### config.mk
export PLATFORM = sky130hd
export DESIGN_NAME = tune_mode_ctl
export DESIGN_NICKNAME = d
export VERILOG_FILES = /design/src/rtl/tune_mode_pkg.sv /design/src/rtl/tmc_mode_pick.sv /design/src/rtl/tmc_load_fsm.sv /design/src/rtl/tune_mode_ctl.sv
export SDC_FILE = /design/constraint.sdc
export NUM_CORES = 1
export LEC_CHECK = 0
export BUFFER_PORTS_ARGS = -buffer_cell sky130_fd_sc_hd__buf_2
export CORE_UTILIZATION = 42
export CTS_BUF_LIST = sky130_fd_sc_hd__clkbuf_8
export CTS_CLUSTER_DIAMETER = 200
export DETAILED_ROUTE_END_ITERATION = 16
export GPL_ROUTABILITY_DRIVEN = 0
export GPL_TIMING_DRIVEN = 0
export PLACE_DENSITY = 0.95
export SYNTH_ARGS = -nofsm -noshare
export SYNTH_HDL_FRONTEND = slang
export SYNTH_SLANG_ARGS = --single-unit
### constraint.sdc
create_clock -name clk -period 4.2 [get_ports clk]
set_input_delay 0.84 -clock clk [delete_from_list [all_inputs] [get_ports clk]]
set_output_delay 0.84 -clock clk [all_outputs]
set_load 0.05 [all_outputs]
### src/rtl/tune_mode_pkg.sv
package tune_mode_pkg;

    localparam int TUNE_W = 6;
    localparam int MODE_W = 3;

    // bit positions inside the 32-bit control word
    localparam int MODE_LSB = 0;
    localparam int TUNE_LSB = 8;
    localparam int UPD_BIT  = 15;

    // timing mode codes
    localparam logic [MODE_W-1:0] MD_LEGACY = 3'd0;
    localparam logic [MODE_W-1:0] MD_SDR    = 3'd2;
    localparam logic [MODE_W-1:0] MD_DDR    = 3'd3;
    localparam logic [MODE_W-1:0] MD_HS_SDR = 3'd4;
    localparam logic [MODE_W-1:0] MD_HS_DDR = 3'd5;
    localparam logic [MODE_W-1:0] MD_HS_STB = 3'd6;

    typedef enum logic [1:0] {
        ST_IDLE,
        ST_WAIT,
        ST_COMMIT
    } load_st_e;

    // delay logic honours LIMIT taps; larger codes fold back toward zero
    function automatic logic [TUNE_W-1:0] fold_tune(
        input logic [TUNE_W-1:0] t,
        input logic [TUNE_W-1:0] limit
    );
        if (t >= limit) return t - limit;
        return t;
    endfunction

endpackage

### src/rtl/tmc_mode_pick.sv
module tmc_mode_pick
    import tune_mode_pkg::*;
#(
    parameter int FREQ_W   = 20,
    parameter int SLOW_KHZ = 26000,
    parameter int MID_KHZ  = 52000
) (
    input  logic [FREQ_W-1:0] freq_khz,
    input  logic              ddr,
    output logic [MODE_W-1:0] mode
);

    localparam logic [FREQ_W-1:0] SLOW_LIM = FREQ_W'(SLOW_KHZ);
    localparam logic [FREQ_W-1:0] MID_LIM  = FREQ_W'(MID_KHZ);

    always_comb begin
        if (freq_khz <= SLOW_LIM)     mode = MD_LEGACY;
        else if (freq_khz <= MID_LIM) mode = ddr ? MD_DDR : MD_SDR;
        else                          mode = ddr ? MD_HS_DDR : MD_HS_SDR;
    end

endmodule

### src/rtl/tmc_load_fsm.sv
module tmc_load_fsm
    import tune_mode_pkg::*;
#(
    parameter int LOAD_LAT   = 4,
    parameter int TUNE_LIMIT = 43
) (
    input  logic              clk,
    input  logic              rst_n,
    input  logic              launch,
    input  logic [TUNE_W-1:0] tune,
    output logic              busy,
    output logic              load,
    output logic [TUNE_W-1:0] code
);

    localparam int                CNT_W = $clog2(LOAD_LAT) + 1;
    localparam logic [CNT_W-1:0]  LAST  = CNT_W'(LOAD_LAT - 2);
    localparam logic [TUNE_W-1:0] LIM   = TUNE_W'(TUNE_LIMIT);

    load_st_e          state_q, state_d;
    logic [CNT_W-1:0]  cnt_q;
    logic [TUNE_W-1:0] code_q;

    // next state
    always_comb begin
        state_d = state_q;
        unique case (state_q)
            ST_IDLE:   if (launch) state_d = ST_WAIT;
            ST_WAIT:   if (cnt_q == LAST) state_d = ST_COMMIT;
            ST_COMMIT: state_d = ST_IDLE;
            default:   state_d = ST_IDLE;
        endcase
    end

    // state register, wait counter and captured code
    always_ff @(posedge clk) begin
        if (!rst_n) begin
            state_q <= ST_IDLE;
            cnt_q   <= '0;
            code_q  <= '0;
        end else begin
            state_q <= state_d;
            cnt_q   <= (state_q == ST_WAIT) ? cnt_q + 1'b1 : '0;
            if (state_q == ST_WAIT && state_d == ST_COMMIT)
                code_q <= fold_tune(tune, LIM);
        end
    end

    // outputs
    always_comb begin
        busy = (state_q != ST_IDLE);
        load = (state_q == ST_COMMIT);
        code = code_q;
    end

endmodule

### src/rtl/tune_mode_ctl.sv
module tune_mode_ctl
    import tune_mode_pkg::*;
#(
    parameter int LOAD_LAT   = 4,
    parameter int TUNE_LIMIT = 43,
    parameter int FREQ_W     = 20,
    parameter int SLOW_KHZ   = 26000,
    parameter int MID_KHZ    = 52000
) (
    input  logic              clk,
    input  logic              rst_n,
    input  logic              wr_en,
    input  logic [3:0]        wr_be,
    input  logic [31:0]       wr_data,
    output logic [31:0]       rd_data,
    input  logic [FREQ_W-1:0] card_clk_khz,
    input  logic              ddr_en,
    output logic [MODE_W-1:0] mode_hint,
    output logic [MODE_W-1:0] mode_out,
    output logic [TUNE_W-1:0] dly_code,
    output logic              dly_load
);

    logic [MODE_W-1:0] mode_q;
    logic [TUNE_W-1:0] tune_q;
    logic              busy;
    logic              tune_wr;
    logic              launch;
    logic              unused_bits;

    assign tune_wr     = wr_en && wr_be[1] && !busy;
    assign launch      = tune_wr && wr_data[UPD_BIT];
    assign unused_bits = ^{wr_data[31:16], wr_data[14], wr_data[7:3], wr_be[3:2]};

    always_ff @(posedge clk) begin
        if (!rst_n) begin
            mode_q <= '0;
            tune_q <= '0;
        end else begin
            if (wr_en && wr_be[0])
                mode_q <= wr_data[MODE_LSB +: MODE_W];
            if (tune_wr)
                tune_q <= wr_data[TUNE_LSB +: TUNE_W];
        end
    end

    always_comb begin
        rd_data                     = '0;
        rd_data[MODE_LSB +: MODE_W] = mode_q;
        rd_data[TUNE_LSB +: TUNE_W] = tune_q;
        rd_data[UPD_BIT]            = busy;
    end

    assign mode_out = mode_q;

    tmc_load_fsm #(
        .LOAD_LAT   (LOAD_LAT),
        .TUNE_LIMIT (TUNE_LIMIT)
    ) u_seq (
        .clk    (clk),
        .rst_n  (rst_n),
        .launch (launch),
        .tune   (tune_q),
        .busy   (busy),
        .load   (dly_load),
        .code   (dly_code)
    );

    tmc_mode_pick #(
        .FREQ_W   (FREQ_W),
        .SLOW_KHZ (SLOW_KHZ),
        .MID_KHZ  (MID_KHZ)
    ) u_pick (
        .freq_khz (card_clk_khz),
        .ddr      (ddr_en),
        .mode     (mode_hint)
    );

endmodule

==> results.sh <==
export IMPL_status="finished, final reports clean"
export IMPL_start_util=0.445
export IMPL_cts_num_sinks=20
export IMPL_p_comb_frac=0.289
export IMPL_routed_wl_mm=2.74
export IMPL_cp_start_kind="input port"
export IMPL_final_cell_area_um2=1690
export IMPL_core_area_um2=2760
export IMPL_port_buffers=58
export IMPL_crit_family="compound AO/OA/AOI/OAI gates"
export IMPL_hpwl_mm=2.23
export IMPL_drt_pass1_iterations=5
export IMPL_synth_area_um2=1230
export IMPL_drive_gt1_frac=0.439
export IMPL_cp_end_kind="primary output"
export IMPL_clock_skew_final_ns=0.00211
export IMPL_cp_data_arrival_time_ns=2.27
export IMPL_grt_pass1_wl_mm=4.39
export IMPL_crit_fanout=2
export IMPL_dpl_instance_area_um2=1640
export IMPL_post_cts_resized=0
export IMPL_holdCritPathClass="reg -> reg"
export IMPL_power_total_uw=490
export IMPL_root_buffer="clkbuf_8"
export IMPL_rsz0062_at_grt="no"
export IMPL_required_ns=3.36
export IMPL_p_sw_uw=166
export IMPL_nets=285
export IMPL_synth_seq_cells=20
export IMPL_cp_cell_sequence="buf_2, nor4_4, a211oi_1, a2111oi_2, o221a_1, buf_2"
export IMPL_cp_num_buf_inv=2
export IMPL_postCtsHoldBufs=0
export IMPL_whs_ns=0.452
export IMPL_criticalPathCategory="in -> out"
export IMPL_drc=0
export IMPL_clock_power_share=0.300
export IMPL_power_per_cell_area_nw_per_um2=290
export IMPL_grt_pass1_vias=1008
export IMPL_post_cts_setup_buffers=0
export IMPL_ys_warn_count=0
export IMPL_num_rows=19
export IMPL_dieWidth_um=56.1
export IMPL_cap_violations=0
export IMPL_grt_overflow=0
export IMPL_clk_latency_ns=0.26
export IMPL_grt_antenna_before_repair=0
export IMPL_routed_via_count=1188
export IMPL_avgRoutedWirePerCell_um=10.9
export IMPL_min_period_ns=3.11
export IMPL_drtIter0Drc=43
export IMPL_setup_viol=0
export IMPL_via_per_inst=4.71
export IMPL_cts_tree="yes"
export IMPL_slew_violations=0
export IMPL_seq_area_frac_synth=0.326
export IMPL_fin_tns_setup_ns=0
export IMPL_peakVddDrop_v=0.000323
export IMPL_synth_avg_cell_area_um2=8.89
export IMPL_final_hold_viol_count=0
export IMPL_drtAntennaViolNets=0
export IMPL_clockBufferDepth=2
export IMPL_antenna_cells=0
export IMPL_swShare=0.339
export IMPL_grt_use_total=0.174
export IMPL_total_leakage_power_nw=0.866
export IMPL_grt_max_degree=12
export IMPL_die_area_um2=3140
export IMPL_ios=105
export IMPL_seqPwrFrac=0.411
export IMPL_die_h_um=56.1
export IMPL_max_freq_mhz=322
export IMPL_crit_top_cell="buf_2"
export IMPL_critPathSlowestCell="a2111oi_2"
export IMPL_syn2layout_area_growth_pct=37.7
export IMPL_h_tree_depth=1
export IMPL_finalCritPeriodShare=0.740
export IMPL_internal_power_uw=324
export IMPL_synth_cells=138
export IMPL_clk_pin_slew_ns=0.07
export IMPL_cts_buffers=3
export IMPL_max_stage_delay_ns=0.39
export IMPL_ys_types=41
==> worst register-to-register path, delay by kind of cell, from the launching register on <==
kind                       cells  cell delay (ns)
DFF                            1             0.38
AOI/OAI and AO/OA              3             0.59
adders and majority gates      1             0.26
muxes                          1             0.18
==> final cells by class <==
| cell class | instances | area, um^2 |
|---|---|---|
| timing repair buffer | 58 | 290 |
| multi-input combinational | 108 | 691 |
| fill | 240 | 1070 |
| clock buffer | 4 | 55.1 |
| buffer | 28 | 204 |
| tap | 31 | 38.8 |
| sequential | 20 | 400 |
| inverter | 3 | 11.3 |
==> metrics by stage <==
step / setup WS (ns) / util / std cells
detailed placement: 1.10 / 0.593 / 248
global route: 1.01 / 0.613 / 252
CTS: 1.10 / 0.613 / 252
finish: 1.09 / 0.613 / 252
floorplan: 1.03 / - / 159
global placement: 1.10 / 0.593 / 248
==> per-layer routing <==
layer / GRT usage / wire length (um)
met3: 0.0698 / 288
met5: 0 / 0
met4: 0.0348 / 24
met2: 0.320 / 1360
met1: 0.188 / 1060
==> cells in the mapped netlist <==
master | number | area [um^2]
a2111oi_2 | 1 | 15.0
a22oi_1 | 1 | 7.51
nand3_1 | 4 | 20.0
nand3b_1 | 1 | 7.51
a311oi_1 | 1 | 8.76
a21bo_2 | 1 | 10.0
nor3b_2 | 1 | 12.5
nor4_1 | 1 | 6.26
nor3_1 | 3 | 15.0
or2_2 | 1 | 6.26
a21boi_0 | 4 | 30.0
nor3b_1 | 1 | 7.51
a21oi_1 | 7 | 35.0
nor3_2 | 1 | 10.0
clkbuf_1 | 1 | 3.75
xor2_1 | 1 | 8.76
nor2b_1 | 8 | 50.1
inv_1 | 3 | 11.3
nand2b_1 | 3 | 18.8
mux2i_1 | 8 | 80.1
nor2_1 | 5 | 18.8
buf_2 | 1 | 5.00
a31oi_1 | 1 | 6.26
xnor2_1 | 1 | 8.76
buf_4 | 26 | 195
o221a_1 | 1 | 11.3
nand2_1 | 8 | 30.0
and3_1 | 1 | 6.26
nor2_4 | 1 | 11.3
o2111ai_1 | 1 | 8.76
o21ai_0 | 8 | 40.0
a211o_2 | 1 | 10.0
nor4_4 | 1 | 21.3
o31a_1 | 1 | 8.76
o211a_1 | 1 | 10.0
or3_1 | 2 | 12.5
conb_1 | 1 | 3.75
ha_1 | 3 | 37.5
a211oi_1 | 1 | 7.51
dfxtp_1 | 20 | 400
or4b_1 | 1 | 10.0
==> power by group through the flow <==
| stage | combinational [mW] | clock (mW) | sequential, mW |
|---|---|---|---|
| after CTS | 0.141 | 0.150 | 0.201 |
| after global placement | 0.139 | 0 | 0.205 |
| after floorplan | 0.0940 | 0 | 0.219 |
| final | 0.142 | 0.147 | 0.201 |
| after global routing | 0.150 | 0.159 | 0.202 |
| after detailed placement | 0.141 | 0 | 0.206 |
==> flip-flops by register name, indices dropped and copies added (netlist names) <==
signal	cells
mode_out	3
tune_q	6
u_seq.cnt_q	3
u_seq.code	6
u_seq.state_q	2
==> cells by family (layout without fill, tap and decap cells) <==
| kind of cell | Yosys count | after routing | share of synthesized area |
|---|---|---|---|
| AOI/OAI and AO/OA | 30 | 30 | 0.170 |
| xor gates and xnor gates | 2 | 2 | 0.0143 |
| adders and majority gates | 3 | 3 | 0.0306 |
| buffers and inverters | 31 | 93 | 0.175 |
| DFF | 20 | 20 | 0.326 |
| muxes | 8 | 8 | 0.0652 |
| other | 1 | 22 | 0.00306 |
| and+or+nand+nor | 43 | 43 | 0.215 |
==> layout by cell type, fill, tap and decap left out, types with 5 or more instances in the layout <==
cell type	n
dfxtp_1	20
buf_4	26
o21ai_0	8
mux2i_1	8
conb_1	22
nand2_1	8
nor2b_1	8
nor2_1	5
a21oi_1	7
buf_2	59
==> path summary, 6_finish.rpt <==
path	start	endpoint	slack [ns]	depth (start not counted)
worst max register to register	tune_q[0]$_SDFFE_PN0N_	u_seq.code[1]$_SDFFE_PN0P_	2.68	5
worst min register to register	u_seq.cnt_q[0]$_SDFF_PN0_	u_seq.cnt_q[0]$_SDFF_PN0_	0.45	1
worst min-delay path	u_seq.cnt_q[0]$_SDFF_PN0_	u_seq.cnt_q[0]$_SDFF_PN0_	0.45	1
worst max-delay path	card_clk_khz[0]	mode_hint[1]	1.09	6
(Power assumes the default switching activity.)
